`src/rtl/vlan_sort_pkg.sv`:
```
package vlan_sort_pkg;
  localparam int N_PORT = 5;
  localparam int N_GRP  = 5;
  localparam int IDX_W  = 3;
  localparam int VID_W  = 12;
  localparam int PRI_W  = 3;
  localparam int BYTE_W = 8;
  localparam int POS_W  = 5;
  localparam int SEL_W  = 4;

  localparam int POS_TPID_HI = 12;
  localparam int POS_TPID_LO = 13;
  localparam int POS_TCI_HI  = 14;
  localparam int POS_TCI_LO  = 15;

  localparam int SEL_IDX_BASE = 0;
  localparam int SEL_VID_BASE = N_PORT;
  localparam int SEL_MEM_BASE = N_PORT + N_GRP;

  localparam logic [BYTE_W-1:0] TPID_HI = 8'h81;
  localparam logic [BYTE_W-1:0] TPID_LO = 8'h00;

  typedef logic [N_PORT-1:0] pmask_t;
  typedef logic [IDX_W-1:0]  idx_t;
  typedef logic [VID_W-1:0]  vid_t;

  localparam vid_t VID_PRIO = '0;
  localparam vid_t VID_RSVD = '1;
  localparam idx_t GRP_NONE = '1;

  function automatic pmask_t default_member(input int g);
    pmask_t m;
    m = '0;
    if (g == N_GRP - 1) begin
      m = '1;
    end else begin
      m[N_PORT-1] = 1'b1;
      m[g]        = 1'b1;
    end
    return m;
  endfunction

  function automatic idx_t default_index(input int p);
    return idx_t'(p);
  endfunction

  function automatic logic is_tpid(input logic [BYTE_W-1:0] hi, input logic [BYTE_W-1:0] lo);
    return (hi == TPID_HI) && (lo == TPID_LO);
  endfunction

  function automatic pmask_t strip_port(input pmask_t m, input idx_t p);
    pmask_t one;
    one = pmask_t'(1);
    return m & ~(one << p);
  endfunction

  function automatic logic high_class(input logic [PRI_W-1:0] pri);
    return pri[PRI_W-1];
  endfunction
endpackage

```
`src/rtl/vs_parse.sv`:
```
module vs_parse
  import vlan_sort_pkg::*;
(
  input  logic              clk,
  input  logic              rst_n,
  input  logic              in_valid,
  input  logic              in_sof,
  input  logic [BYTE_W-1:0] in_byte,
  input  idx_t              in_port,
  output logic              ev_untag,
  output logic              ev_tag,
  output idx_t              cap_port,
  output logic [PRI_W-1:0]  tag_pri,
  output vid_t              tag_vid
);
  logic [POS_W-1:0]  pos_q;
  logic [POS_W-1:0]  cur_pos;
  logic              busy_q;
  logic              take;
  logic [BYTE_W-1:0] tpid_hi_q;
  logic [BYTE_W-1:0] tci_hi_q;
  idx_t              port_q;

  assign cur_pos = in_sof ? '0 : pos_q;
  assign take    = in_valid && (in_sof || busy_q);

  assign ev_untag = take && (cur_pos == POS_W'(POS_TPID_LO)) && !is_tpid(tpid_hi_q, in_byte);
  assign ev_tag   = take && (cur_pos == POS_W'(POS_TCI_LO));

  assign cap_port = port_q;
  assign tag_pri  = tci_hi_q[BYTE_W-1 -: PRI_W];
  assign tag_vid  = {tci_hi_q[VID_W-BYTE_W-1:0], in_byte};

  always_ff @(posedge clk or negedge rst_n) begin
    if (!rst_n) begin
      pos_q     <= '0;
      busy_q    <= 1'b0;
      tpid_hi_q <= '0;
      tci_hi_q  <= '0;
      port_q    <= '0;
    end else if (take) begin
      pos_q <= cur_pos + POS_W'(1);
      if (in_sof) begin
        busy_q <= 1'b1;
        port_q <= in_port;
      end
      if (cur_pos == POS_W'(POS_TPID_HI)) tpid_hi_q <= in_byte;
      if (cur_pos == POS_W'(POS_TCI_HI))  tci_hi_q  <= in_byte;
      if (ev_untag || ev_tag) busy_q <= 1'b0;
    end
  end
endmodule

```
`src/rtl/vs_cfg.sv`:
```
module vs_cfg
  import vlan_sort_pkg::*;
(
  input  logic                   clk,
  input  logic                   rst_n,
  input  logic                   cfg_we,
  input  logic [SEL_W-1:0]       cfg_sel,
  input  vid_t                   cfg_data,
  output idx_t   [N_PORT-1:0]    port_idx,
  output vid_t   [N_GRP-1:0]     grp_vid,
  output pmask_t [N_GRP-1:0]     grp_mem
);
  for (genvar p = 0; p < N_PORT; p++) begin : g_idx
    always_ff @(posedge clk or negedge rst_n) begin
      if (!rst_n) port_idx[p] <= default_index(p);
      else if (cfg_we && cfg_sel == SEL_W'(SEL_IDX_BASE + p)) port_idx[p] <= cfg_data[IDX_W-1:0];
    end
  end

  for (genvar g = 0; g < N_GRP; g++) begin : g_grp
    always_ff @(posedge clk or negedge rst_n) begin
      if (!rst_n) begin
        grp_vid[g] <= VID_PRIO;
        grp_mem[g] <= default_member(g);
      end else if (cfg_we) begin
        if (cfg_sel == SEL_W'(SEL_VID_BASE + g)) grp_vid[g] <= cfg_data;
        if (cfg_sel == SEL_W'(SEL_MEM_BASE + g)) grp_mem[g] <= cfg_data[N_PORT-1:0];
      end
    end
  end
endmodule

```
`src/rtl/vs_decide.sv`:
```
module vs_decide
  import vlan_sort_pkg::*;
(
  input  logic                   clk,
  input  logic                   rst_n,
  input  logic                   ev_untag,
  input  logic                   ev_tag,
  input  idx_t                   cap_port,
  input  logic [PRI_W-1:0]       tag_pri,
  input  vid_t                   tag_vid,
  input  idx_t   [N_PORT-1:0]    port_idx,
  input  vid_t   [N_GRP-1:0]     grp_vid,
  input  pmask_t [N_GRP-1:0]     grp_mem,
  output logic                   res_valid,
  output idx_t                   res_group,
  output logic                   res_hipri,
  output logic                   res_drop,
  output pmask_t                 res_mask
);
  logic [N_GRP-1:0] vid_hit;
  logic             hit_any;
  idx_t             hit_grp;
  logic             use_port;
  logic             port_ok;
  idx_t             base_grp;
  logic             grp_ok;
  logic             drop_now;
  pmask_t           sel_mem;
  logic             fire;

  for (genvar g = 0; g < N_GRP; g++) begin : g_cmp
    assign vid_hit[g] = (grp_vid[g] == tag_vid);
  end

  always_comb begin
    hit_any = 1'b0;
    hit_grp = GRP_NONE;
    for (int g = N_GRP - 1; g >= 0; g--) begin
      if (vid_hit[g]) begin
        hit_any = 1'b1;
        hit_grp = idx_t'(g);
      end
    end
  end

  assign fire     = ev_untag || ev_tag;
  assign use_port = ev_untag || (tag_vid == VID_PRIO);
  assign port_ok  = int'(cap_port) < N_PORT;
  assign base_grp = use_port ? (port_ok ? port_idx[cap_port] : GRP_NONE) : hit_grp;
  assign grp_ok   = int'(base_grp) < N_GRP;
  assign drop_now = use_port ? !grp_ok : ((tag_vid == VID_RSVD) || !hit_any);
  assign sel_mem  = grp_ok ? grp_mem[base_grp] : '0;

  always_ff @(posedge clk or negedge rst_n) begin
    if (!rst_n) begin
      res_valid <= 1'b0;
      res_group <= '0;
      res_hipri <= 1'b0;
      res_drop  <= 1'b0;
      res_mask  <= '0;
    end else begin
      res_valid <= fire;
      if (fire) begin
        res_group <= drop_now ? GRP_NONE : base_grp;
        res_hipri <= ev_tag && high_class(tag_pri);
        res_drop  <= drop_now;
        res_mask  <= drop_now ? '0 : strip_port(sel_mem, cap_port);
      end
    end
  end
endmodule

```
`src/rtl/vlan_sort.sv`:
```
module vlan_sort (
  input  logic        clk,
  input  logic        rst_n,
  input  logic        in_valid,
  input  logic        in_sof,
  input  logic [7:0]  in_byte,
  input  logic [2:0]  in_port,
  input  logic        cfg_we,
  input  logic [3:0]  cfg_sel,
  input  logic [11:0] cfg_data,
  output logic        res_valid,
  output logic [2:0]  res_group,
  output logic        res_hipri,
  output logic        res_drop,
  output logic [4:0]  res_mask
);
  import vlan_sort_pkg::*;

  logic                ev_untag;
  logic                ev_tag;
  idx_t                cap_port;
  logic [PRI_W-1:0]    tag_pri;
  vid_t                tag_vid;
  idx_t   [N_PORT-1:0] port_idx;
  vid_t   [N_GRP-1:0]  grp_vid;
  pmask_t [N_GRP-1:0]  grp_mem;

  vs_parse u_parse (
    .clk(clk), .rst_n(rst_n), .in_valid(in_valid), .in_sof(in_sof),
    .in_byte(in_byte), .in_port(in_port), .ev_untag(ev_untag), .ev_tag(ev_tag),
    .cap_port(cap_port), .tag_pri(tag_pri), .tag_vid(tag_vid)
  );

  vs_cfg u_cfg (
    .clk(clk), .rst_n(rst_n), .cfg_we(cfg_we), .cfg_sel(cfg_sel), .cfg_data(cfg_data),
    .port_idx(port_idx), .grp_vid(grp_vid), .grp_mem(grp_mem)
  );

  vs_decide u_decide (
    .clk(clk), .rst_n(rst_n), .ev_untag(ev_untag), .ev_tag(ev_tag),
    .cap_port(cap_port), .tag_pri(tag_pri), .tag_vid(tag_vid),
    .port_idx(port_idx), .grp_vid(grp_vid), .grp_mem(grp_mem),
    .res_valid(res_valid), .res_group(res_group), .res_hipri(res_hipri),
    .res_drop(res_drop), .res_mask(res_mask)
  );
endmodule

```
`config.mk`:
```
export PLATFORM = sky130hd
export DESIGN_NAME = vlan_sort
export DESIGN_NICKNAME = d
export VERILOG_FILES = /design/src/rtl/vlan_sort_pkg.sv /design/src/rtl/vs_parse.sv /design/src/rtl/vs_cfg.sv /design/src/rtl/vs_decide.sv /design/src/rtl/vlan_sort.sv
export SDC_FILE = /design/constraint.sdc
export NUM_CORES = 1
export LEC_CHECK = 0
export BUFFER_PORTS_ARGS = -buffer_cell sky130_fd_sc_hd__clkbuf_2
export CAP_MARGIN = 20
export CORE_ASPECT_RATIO = 1.5
export CORE_MARGIN = 2
export CORE_UTILIZATION = 39
export CTS_CLUSTER_DIAMETER = 100
export DETAILED_ROUTE_END_ITERATION = 10
export GPL_ROUTABILITY_DRIVEN = 0
export GPL_TIMING_DRIVEN = 0
export PLACE_DENSITY = 0.55
export SLEW_MARGIN = 20
export SYNTH_ARGS = -nofsm -noshare
export SYNTH_HDL_FRONTEND = slang
export SYNTH_SLANG_ARGS = --single-unit
```
`constraint.sdc`:
```
create_clock -name clk -period 3.9 [get_ports clk]
set_clock_uncertainty 0.2 [all_clocks]
set_input_delay 0.78 -clock clk [delete_from_list [all_inputs] [get_ports clk]]
set_output_delay 0.78 -clock clk [all_outputs]
set_load 0.005 [all_outputs]
```
* Yosys cells after proc, flatten, opt, wreduce, memory -nomap -nowiden
Cells that the tools add are included.
** Cells by class
- Shift operators :: 1
- Add/subtract/negate cells :: 1
- Mux-type cells :: 23
- Bitwise logic cells :: 2
- Order comparisons :: 4
- Equality and inequality tests :: 25
- Reduce and logical (&&, ||, !) cells :: 36
** Operator list (number)
- == test 12 bit :: 5
- == test 4 bit (second input constant) :: 7
- AND reduction 2 bit :: 14
- 2-to-1 mux 3 bit :: 8
- == test 5 x 4 -> 1 bit (second input constant) :: 4
- 2-to-1 mux 5 bit :: 4
- == test 4 x 3 -> 1 bit (second input constant) :: 4
- binary-select mux 5 bit (select 3 bit) :: 1
- == test 12 bit (second input constant) :: 1
- logical NOT 12 bit :: 1
- logical AND 1 bit :: 11
- binary-select mux 3 bit (select 3 bit) :: 1
- == test 4 x 2 -> 1 bit (second input constant) :: 2
- == test 8 bit (second input constant) :: 1
- logical NOT 8 bit :: 1
- less-than comparator 3 x 4 -> 1 bit (second input constant) :: 2
- 2-to-1 mux 1 bit :: 8
- less-than comparator 3 bit (second input constant) :: 2
- adder 5 x 1 -> 5 bit (second input constant) :: 1
- AND 5 bit :: 1
- NOT 5 bit :: 1
- left shift 1 x 3 -> 5 bit (first input constant) :: 1
- == test 4 x 1 -> 1 bit (second input constant) :: 1
- logical NOT 4 bit :: 1
- other kinds (4) :: 9
** Word-level totals
- Input bits :: 32
- Logic and storage cells :: 117
- Flip-flop bits (word level) :: 136

* Logic depth before layout (Yosys ltp)
Gate-level depths: netlist of run 1.
- Depth in word-level cells :: 12
- Mapped depth :: 14
- Depth with buffers taken out :: 12

* By module
A second synthesis of run 1 with hierarchy kept.
** Second synthesis, totals
- Cell total of the unflattened synthesis :: 534
- Area total of the unflattened synthesis :: 6917.9 um2
** By module, submodules not included
- vs_cfg :: instances 1, sequential area each 2524.9 um2, area each 3822.4 um2, cells an instance 234
- vs_decide :: instances 1, sequential area each 275.3 um2, area each 1886.8 um2, cells an instance 207
- vs_parse :: instances 1, sequential area each 600.6 um2, area each 1208.7 um2, cells an instance 93

* Worst setup path after synthesis of run 1
No wires, ideal clock.
- Kind :: input to register
- From :: input in_byte[6]
- To :: register u_decide.res_mask[0]
- Stages :: 10
- Buffers on the path :: 2
- Arrival :: 3.524 ns
- Path slack :: 0.054 ns
- Required time :: 3.578 ns
- Cells stage by stage :: buf_2 > or4_1 > or4_4 > a31o_4 > or3_4 > buf_6 > o211a_1 > a211oi_1 > o31ai_1 > a32o_1
** On the way
- Cells in the longest elaborated chain, start to end :: 12
- Elaborated cells between the ends (all ways) :: 34
- Classes of those cells :: 1 x order compare; 6 x eq/ne; 16 x mux; 1 x bitwise; 10 x reduce/logical
** RTL lines
- from (decl) :: RTL line vlan_sort.sv:6 : input logic [7:0] in_byte,
- == test 12 bit :: RTL line vs_decide.sv:32 : assign vid_hit[g] = (grp_vid[g] == tag_vid);
- 2-to-1 mux 2 bit :: RTL line vs_decide.sv:39 : if (vid_hit[g]) begin
- 2-to-1 mux 3 bit (4 in a row) :: RTL line vs_decide.sv:39
- 2-to-1 mux 3 bit :: RTL line vs_decide.sv:49 : assign base_grp = use_port ? (port_ok ? port_idx[cap_port] : GRP_NONE) : hit_grp;
- binary-select mux 5 bit (select 3 bit) :: RTL line vs_decide.sv:52 : assign sel_mem = grp_ok ? grp_mem[base_grp] : '0;
- 2-to-1 mux 5 bit (not written as such) :: RTL line vs_decide.sv:52
- 2-to-1 mux 5 bit :: RTL line vs_decide.sv:52
- AND 5 bit :: RTL line vlan_sort_pkg.sv:54 : return m & ~(one << p);
- 2-to-1 mux 5 bit :: RTL line vs_decide.sv:67 : res_mask <= drop_now ? '0 : strip_port(sel_mem, cap_port);
- to (signal assigned) :: RTL line vs_decide.sv:67
- to (decl) :: RTL line vs_decide.sv:18 : output pmask_t res_mask
Parallel ways exist; a longest one is shown, timed or not. The select of a mux whose other input is x is not followed.
A chain may end at the register's enable or synchronous reset.

* Final worst setup path of run 1
- From :: input in_byte[6]
- To :: register u_decide.res_mask[4]
The elaborated chain is that of the path after synthesis.

==> summary.md, run 1 <==
| Metric | Value |
|---|---|
| Status | finished, final reports clean |
| Fillers | 1535 |
| Reg power frac | 0.456 |
| Total number of vias | 4275 |
| IO Port Bufs | 32 |
| Worst hold slack | 0.123 ns |
| Routed vias/inst | 5.34 |
| H-tree depth | 4 |
| Top-count cell post-synth | mux2_2 |
| Crit path capture type | register |
| DRT Pass-1 Iters | 4 |
| Vias in the first global route | 4504 |
| Internal | 2.96 mW |
| CTS tree | done |
| Final period utilization | 0.977 |
| Die height | 163 um |
| Combinational fraction of design power | 0.165 |
| EDFF count, synth | 0 |
| Crit Path Category | in2reg |
| Post-synth top area share | 0.440 |
| Avg Inst Size Synth | 12.4 um2 |
| First-pass GRT wire length | 25.2 mm |
| Hold WC Path Type | in2async |
| Worst Tran Pin Value | 0.867 ns |
| Number of setup violations in the final report | 0 |
| Clock Latency Late Sink | 0.41 ns |
| Synthesized instance count | 527 |
| Slew margin rel. | 0.418 |
| Slew Limit Fails | 0 |
| Post-route antenna net violation count | 0 |
| Hold buffer count at CTS | 0 |
| R2R cell count | 10 |
| DR iter-0 viols | 189 |
| Reg clk slew, reported paths | 0.06 ns |
| GR Util All Layers | 0.191 |
| Row cnt | 58 |
| Slowest stage delay, CP | 0.55 ns |
| Clock sinks | 133 |
| Gr ovfl total | 0 |
| Ports | 43 |
| Sequential element share of the synthesized area | 0.513 |
| Crit path DAT | 3.96 ns |
| Slowest cell on crit path | or4_1 |
| Ant diodes | 0 |
| Area contributors post-synth | dfrtp_1 44%, mux2_2 20%, dfstp_2 7.2% |
| R2R setup slack | 0.26 ns |
| Starting Density | 0.393 |
| Post-synth top area cell | dfrtp_1 |
| Max-cap violations | 0 |
| Clock share of power | 0.378 |
| Detail Placement HPWL | 11.3 mm |
| Synth async-reset ratio | 1.00 |
| DRT Wirelength | 15.8 mm |
| Maximum clock rate | 0.263 GHz |
| Setup slack after layout | 0.0908 ns |
| Syn Nets | 564 |
| R2R Path Start | u_parse.tci_hi_q[1] |
| Synth cell count leaders | 116 x mux2_2, 115 x dfrtp_1, 48 x xnor2_1, 20 x nor2_1, 19 x nand2_1 |
| Pwr Density | 534 nW/um2 |
| Area growth from synthesis to layout | 15.8% |
| Yosys warns | 0 |
| WP data required | 4.05 ns |
| Core area | 16600 um2 |
| CP Launch Type | input pin |
| Root Driver | clkbuf_16 |
| CP bufs+invs | 1 |
| Nets | 615 |
| Critical R2R Capture | u_decide.res_mask[4] |
| Share of post-route cells with drive strength above 1 | 0.376 |
| Mapped Area | 6540 um2 |
| Delay-heaviest family, CP | simple AND/OR/NAND/NOR gates |
| Postcts setup bufs | 0 |
| Hold Vio Cnt, Final | 0 |
| Largest net degree at the start of global routing | 82 |
| Final critical path time including I/O delays and setup | 3.81 ns |
| Remaining DRCs | 0 |
| Ys flop type | dfrtp_1 |
| Biggest fanout along the worst timing path | 8 |
| Initial antenna violation count | 0 |
| Yosys cell types | 50 |
| Peak supply drop | 0.251 mV |
| Num CTS Buffers | 17 |
| RSZ-0062 raised after global routing | false |
| Die W | 110 um |
| Dpl ws | -0.432 ns |
| Switching portion of total power | 0.268 |
| Leakage | 3.24 nW |
| Clk buf depth | 2 |
| Flops & latches, synth | 133 |
| Psw | 1.08 mW |
| Worst path cell trace | buf_2 > or4_1 > or4_4 > a31o_4 > or3_4 > o21a_1 > o211a_1 > o31ai_1 > a32o_1 |
| Die area | 17800 um2 |
| DR WL/cell | 19.7 um |
-- placed cells by master (no fill, tap or decap), types with 12 or more instances in the layout --
| master | instances |
|---|---|
| mux2_2 | 116 |
| clkbuf_2 | 33 |
| dfrtp_1 | 115 |
| nand4_1 | 15 |
| xnor2_1 | 48 |
| nand2_1 | 19 |
| dfstp_2 | 18 |
| clkbuf_1 | 14 |
| xor2_1 | 12 |
| clkbuf_16 | 17 |
| nor2_1 | 20 |
| o21ai_0 | 17 |
-- cell type report --
cell class	count	area (um2)	area share
multi-input cells	353	3000	0.396
clock inverters	13	125	0.0165
clock buffers	19	443	0.0585
plain buffers	30	155	0.0205
flip-flops and latches	133	3350	0.443
inverters	10	37.5	0.00496
well taps	210	263	0.0347
repair buffers	33	196	0.0260
-- metrics by stage --
stage	util	total power, mW	cells	cell area, um2	setup TNS (ns)
global placement	0.419	2.51	769	6960	-34.96
CTS	0.455	4.09	802	7570	0
finish	0.456	4.04	801	7570	0
detailed placement	0.421	2.54	770	6990	-2.80
global route	0.456	4.24	801	7570	0
floorplan	-	2.33	527	6540	0
-- timing repair --
action,4_1_cts,5_1_grt
endpoints found under the setup margin,1,8
endpoints found under the hold margin,0,0
cloned,0,0
gates resized for setup,1,6
-- power by group through the flow --
stage          Sequential (mW)  Combinational [mW]  Clock (mW)
6_report                  1.84               0.669        1.53
5_1_grt                   1.88               0.739        1.62
4_1_cts                   1.84               0.679        1.57
3_5_place_dp              1.86               0.674           0
3_3_place_gp              1.85               0.654           0
2_1_floorplan             1.82               0.509           0
-- how the worst max path moves through the flow --
stage | slack (ns) | endpoint | startpoint | depth (start not counted)
2_1_floorplan | 0.05 | u_decide.res_mask[0] | in_byte[6] | 10
3_3_place_gp | -0.41 | u_decide.res_mask[1] | in_byte[5] | 9
3_5_place_dp | -0.43 | u_decide.res_mask[1] | in_byte[5] | 9
4_1_cts | 0.01 | u_decide.res_mask[2] | in_byte[5] | 11
5_1_grt | 0.03 | u_decide.res_mask[4] | u_parse.tci_hi_q[1] | 10
6_report | 0.09 | u_decide.res_mask[4] | in_byte[6] | 9
-- cell families (layout without fill, tap and decap cells) --
| family | Yosys count | count (layout) | share of synthesized area |
|---|---|---|---|
| buffers and inverters | 41 | 105 | 0.0297 |
| adders and majority gates | 5 | 5 | 0.00957 |
| and+or+nand+nor | 101 | 101 | 0.0858 |
| xor gates and xnor gates | 60 | 60 | 0.0804 |
| DFF | 133 | 133 | 0.513 |
| muxes | 117 | 117 | 0.203 |
| AOI/OAI and AO/OA | 70 | 70 | 0.0785 |
-- state kept, by name, summed over array words and instances, names as in the netlist --
| signal | flops |
|---|---|
| u_decide.res_hipri | 1 |
| u_decide.res_drop | 1 |
| u_decide.res_valid | 1 |
| u_parse.tci_hi_q | 5 |
| u_parse.pos_q | 5 |
| u_decide.res_group | 3 |
| u_parse.tpid_hi_q | 8 |
| u_cfg.grp_mem | 25 |
| u_cfg.port_idx | 15 |
| u_cfg.grp_vid | 60 |
| u_parse.busy_q | 1 |
| u_parse.cap_port | 3 |
| u_decide.res_mask | 5 |
-- worst register-to-register path: stages, from the launching register on --
cell	delay, ns
dfrtp_1	0.32
clkbuf_1	0.39
xor2_1	0.13
nor4_1	0.56
nand3_1	0.27
nor3_1	0.41
buf_1	0.40
o211a_1	0.20
a211oi_1	0.05
o31ai_1	0.44
a32o_1	0.23
-- metal layers --
layer | GRT usage | vias up | share of wire
li1 | - | 1998 | -
met1 | 0.221 | 2156 | 0.41
met2 | 0.334 | 83 | 0.53
met3 | 0.0364 | 38 | 0.029
met4 | 0.0892 | 0 | 0.035
met5 | 0 | - | 0
Note: power is estimated with default switching activity, not from simulation.
==> run 2: changes to the inputs <==
ABC_AREA = 1   (was default)
==> summary.md, run 2 <==
| Metric | Value |
|---|---|
| Die area | 18700 um2 (+4.8%) |
| Share of post-route cells with drive strength above 1 | 0.158 (-0.218) |
| Largest Register | u_cfg.grp_vid |
| Nets | 951 (+55%) |
| Clock sinks | 133 (unchanged) |
| Slew margin rel. | 0.538 (+0.121) |
| Final Util | 0.458 (+0.00270) |
| Detail Placement HPWL | 13.3 mm (+17%) |
| Slew Limit Fails | 0 (unchanged) |
| Clk buf depth | 2 (unchanged) |
| Flops & latches, synth | 133 (unchanged) |
| DR iter-0 viols | 243 (+29%) |
| Total power | 3.99 mW (-1.2%) |
| Num CTS Buffers | 17 (unchanged) |
| Final critical path time including I/O delays and setup | 2.70 ns (-1.11 ns) |
| Ys flop type | dfrtp_1 |
| DRT Wirelength | 18.1 mm (+15%) |
| R2R Path Start | u_parse.pos_q[0] |
| Vias in the first global route | 5657 (+26%) |
| Biggest fanout along the worst timing path | 10 (+2) |
| DR WL/cell | 15.9 um (-19%) |
| GR Util All Layers | 0.206 (+0.0151) |
| Gr ovfl total | 0 (unchanged) |
| Final setup TNS | 0 ns (unchanged) |
| Syn Nets | 897 (+59%) |
| Reg clk slew, reported paths | 0.06 ns (about the same) |
| Yosys cell types | 40 (-20%) |
| Largest net degree at the start of global routing | 73 (-11%) |
| First-pass GRT wire length | 29.8 mm (+18%) |
| CP most frequent cell | nand2_1 |
| Crit path launch | in_sof |
| Area contributors post-synth | dfrtp_1 42%, nand2_1 18%, o21ai_0 8.6% |
| Area growth from synthesis to layout | 15.4% |
| Synthesized instance count | 860 (+63%) |
| Delay-heaviest family, CP | simple AND/OR/NAND/NOR gates |
| Fillers | 1808 (+18%) |
| Status | finished, final reports clean |
| Number of setup violations in the final report | 0 (unchanged) |
| Core area | 17300 um2 (+3.9%) |
| Crit Path Category | in2reg |
| Synth cell count leaders | 326 x nand2_1, 118 x o21ai_0, 115 x dfrtp_1, 67 x inv_1, 37 x nor2_1 |
| Remaining DRCs | 0 (unchanged) |
| Hold Vio Cnt, Final | 0 (unchanged) |
| Post-synth top area cell | dfrtp_1 |
| CTS tree | done |
| Crit path capture type | register |
| Routed vias/inst | 4.84 (-9.3%) |
| Postcts setup bufs | 0 (unchanged) |
| Worst hold slack | 0.148 ns (+0.0250 ns) |
| H-tree depth | 4 (unchanged) |
| DRT Pass-1 Iters | 6 (+2) |
| IO Port Bufs | 34 (+6.3%) |
| Sequential element share of the synthesized area | 0.489 (-0.0242) |
| Ports | 43 (unchanged) |
| CP bufs+invs | 4 (+3) |
| Mapped Area | 6860 um2 (+5.0%) |
| Root Driver | clkbuf_16 |
| CP Launch Type | input pin |
| Worst path cell trace | clkbuf_2 > nor2_1 > ha_1 > inv_1 > nor3_1 > ha_1 > nand2_1 > nand2_2 > inv_1 > buf_6 > a21oi_1 > nand2_1 > nor2_1 > nand2_1 > nand2_1 |
| Max reg flops | 60 (unchanged) |
| Worst Tran Pin Value | 0.693 ns (-0.174 ns) |
| Total number of vias | 5511 (+29%) |
| Hold WC Path Type | in2async |
| RSZ-0062 raised after global routing | false |
| Die height | 166 um (+2.4%) |
| Yosys warns | 0 (unchanged) |
| Crit path DAT | 2.86 ns (-1.10 ns) |
| Commonest non-fill, non-tap cell in the layout | nand2_1 |
| Peak supply drop | 0.311 mV (+24%) |
| EDFF count, synth | 0 (unchanged) |
| Hold buffer count at CTS | 0 (unchanged) |
| Starting Density | 0.397 (+0.00383) |
| Row cnt | 59 (+1.7%) |
| Commonest cells after routing, fill and taps aside | 326 x nand2_1, 118 x o21ai_0, 115 x dfrtp_1 |
| Ant diodes | 0 (unchanged) |
| Post-synth top area share | 0.420 (-0.0208) |
| Maximum clock rate | 0.370 GHz (+41%) |
| Die W | 112 um (+2.4%) |
| Initial antenna violation count | 0 (unchanged) |
| Final period utilization | 0.693 (-0.284) |
| Clock Latency Late Sink | 0.42 ns (about the same) |
| Top-count cell post-synth | nand2_1 |
| Pwr Density | 505 nW/um2 (-5.5%) |
| Regs by FF count | u_cfg.grp_vid (60), u_cfg.grp_mem (25), u_cfg.port_idx (15) |
| WP data required | 4.06 ns (about the same) |
| Leakage | 3.82 nW (+18%) |
| Synth async-reset ratio | 1.00 (unchanged) |
| Post-route antenna net violation count | 0 (unchanged) |
| Slowest stage delay, CP | 0.26 ns (-0.29 ns) |
| Avg Inst Size Synth | 7.98 um2 (-36%) |
| Slowest cell on crit path | nor2_1 |
| Post-cts sizing count | 0 (-1) |
| Max-cap violations | 0 (unchanged) |
-- run 2: changes by cell type after synthesis, moves of 17 or more --
cell / delta
inv_1: +57
o21ai_0: +101
nand2_1: +307
nand3_1: +26
xnor2_1: -21
mux2_2: -115
nor2_1: +17
-- run 2: metrics by stage --
stage,instances,worst slack [ns],area (um2)
6_report,1139,1.20,7920
4_1_cts,1139,1.19,7920
3_5_place_dp,1108,0.752,7330
2_1_floorplan,860,1.39,6860
5_1_grt,1139,1.01,7920
3_3_place_gp,1107,-0.490,7300
-- run 2: area by class of cell --
type                       count  area, um2  area share
buffer                        31        238      0.0300
timing repair buffer          35        206      0.0261
clock inverter                 4       70.1     0.00885
multi-input combinational    617       2970       0.375
tap                          213        267      0.0337
sequential                   133       3350       0.423
inverter                      79        300      0.0379
clock buffer                  27        513      0.0648
-- run 2: layer usage --
layer	global-route usage	vias up	part of all wire	wire length, um
met2	0.372	83	0.53	9640
li1	-	2815	-	-
met5	0	-	0	0
met4	0.102	0	0.033	594
met3	0.0364	27	0.028	514
met1	0.231	2586	0.41	7380
-- run 2: cell families after synthesis --
kind of cell               synth area share
buffers and inverters                0.0784
xor gates and xnor gates             0.0409
muxes                               0.00164
adders and majority gates           0.00912
and+or+nand+nor                       0.272
AOI/OAI and AO/OA                     0.110
DFF                                   0.489
-- run 2: power by group --
| group | leakage (nW) | internal [mW] | switching [mW] |
|---|---|---|---|
| logic | 1.86 | 0.251 | 0.352 |
| clock network | 0.287 | 1.02 | 0.577 |
| registers | 1.67 | 1.64 | 0.155 |
| total | 3.82 | 2.91 | 1.08 |
-- run 2: worst paths after layout --
kind	endpoint	slack, ns	cells past startpoint
min in group clk	u_decide.res_mask[0]	0.27	2
max in group asynchronous	u_cfg.grp_mem[12]	2.56	2
max reg2reg	u_decide.res_mask[0]	1.35	15
max	u_decide.res_mask[0]	1.20	15
min	u_cfg.grp_vid[47]	0.15	1
min reg2reg	u_decide.res_mask[0]	0.27	2
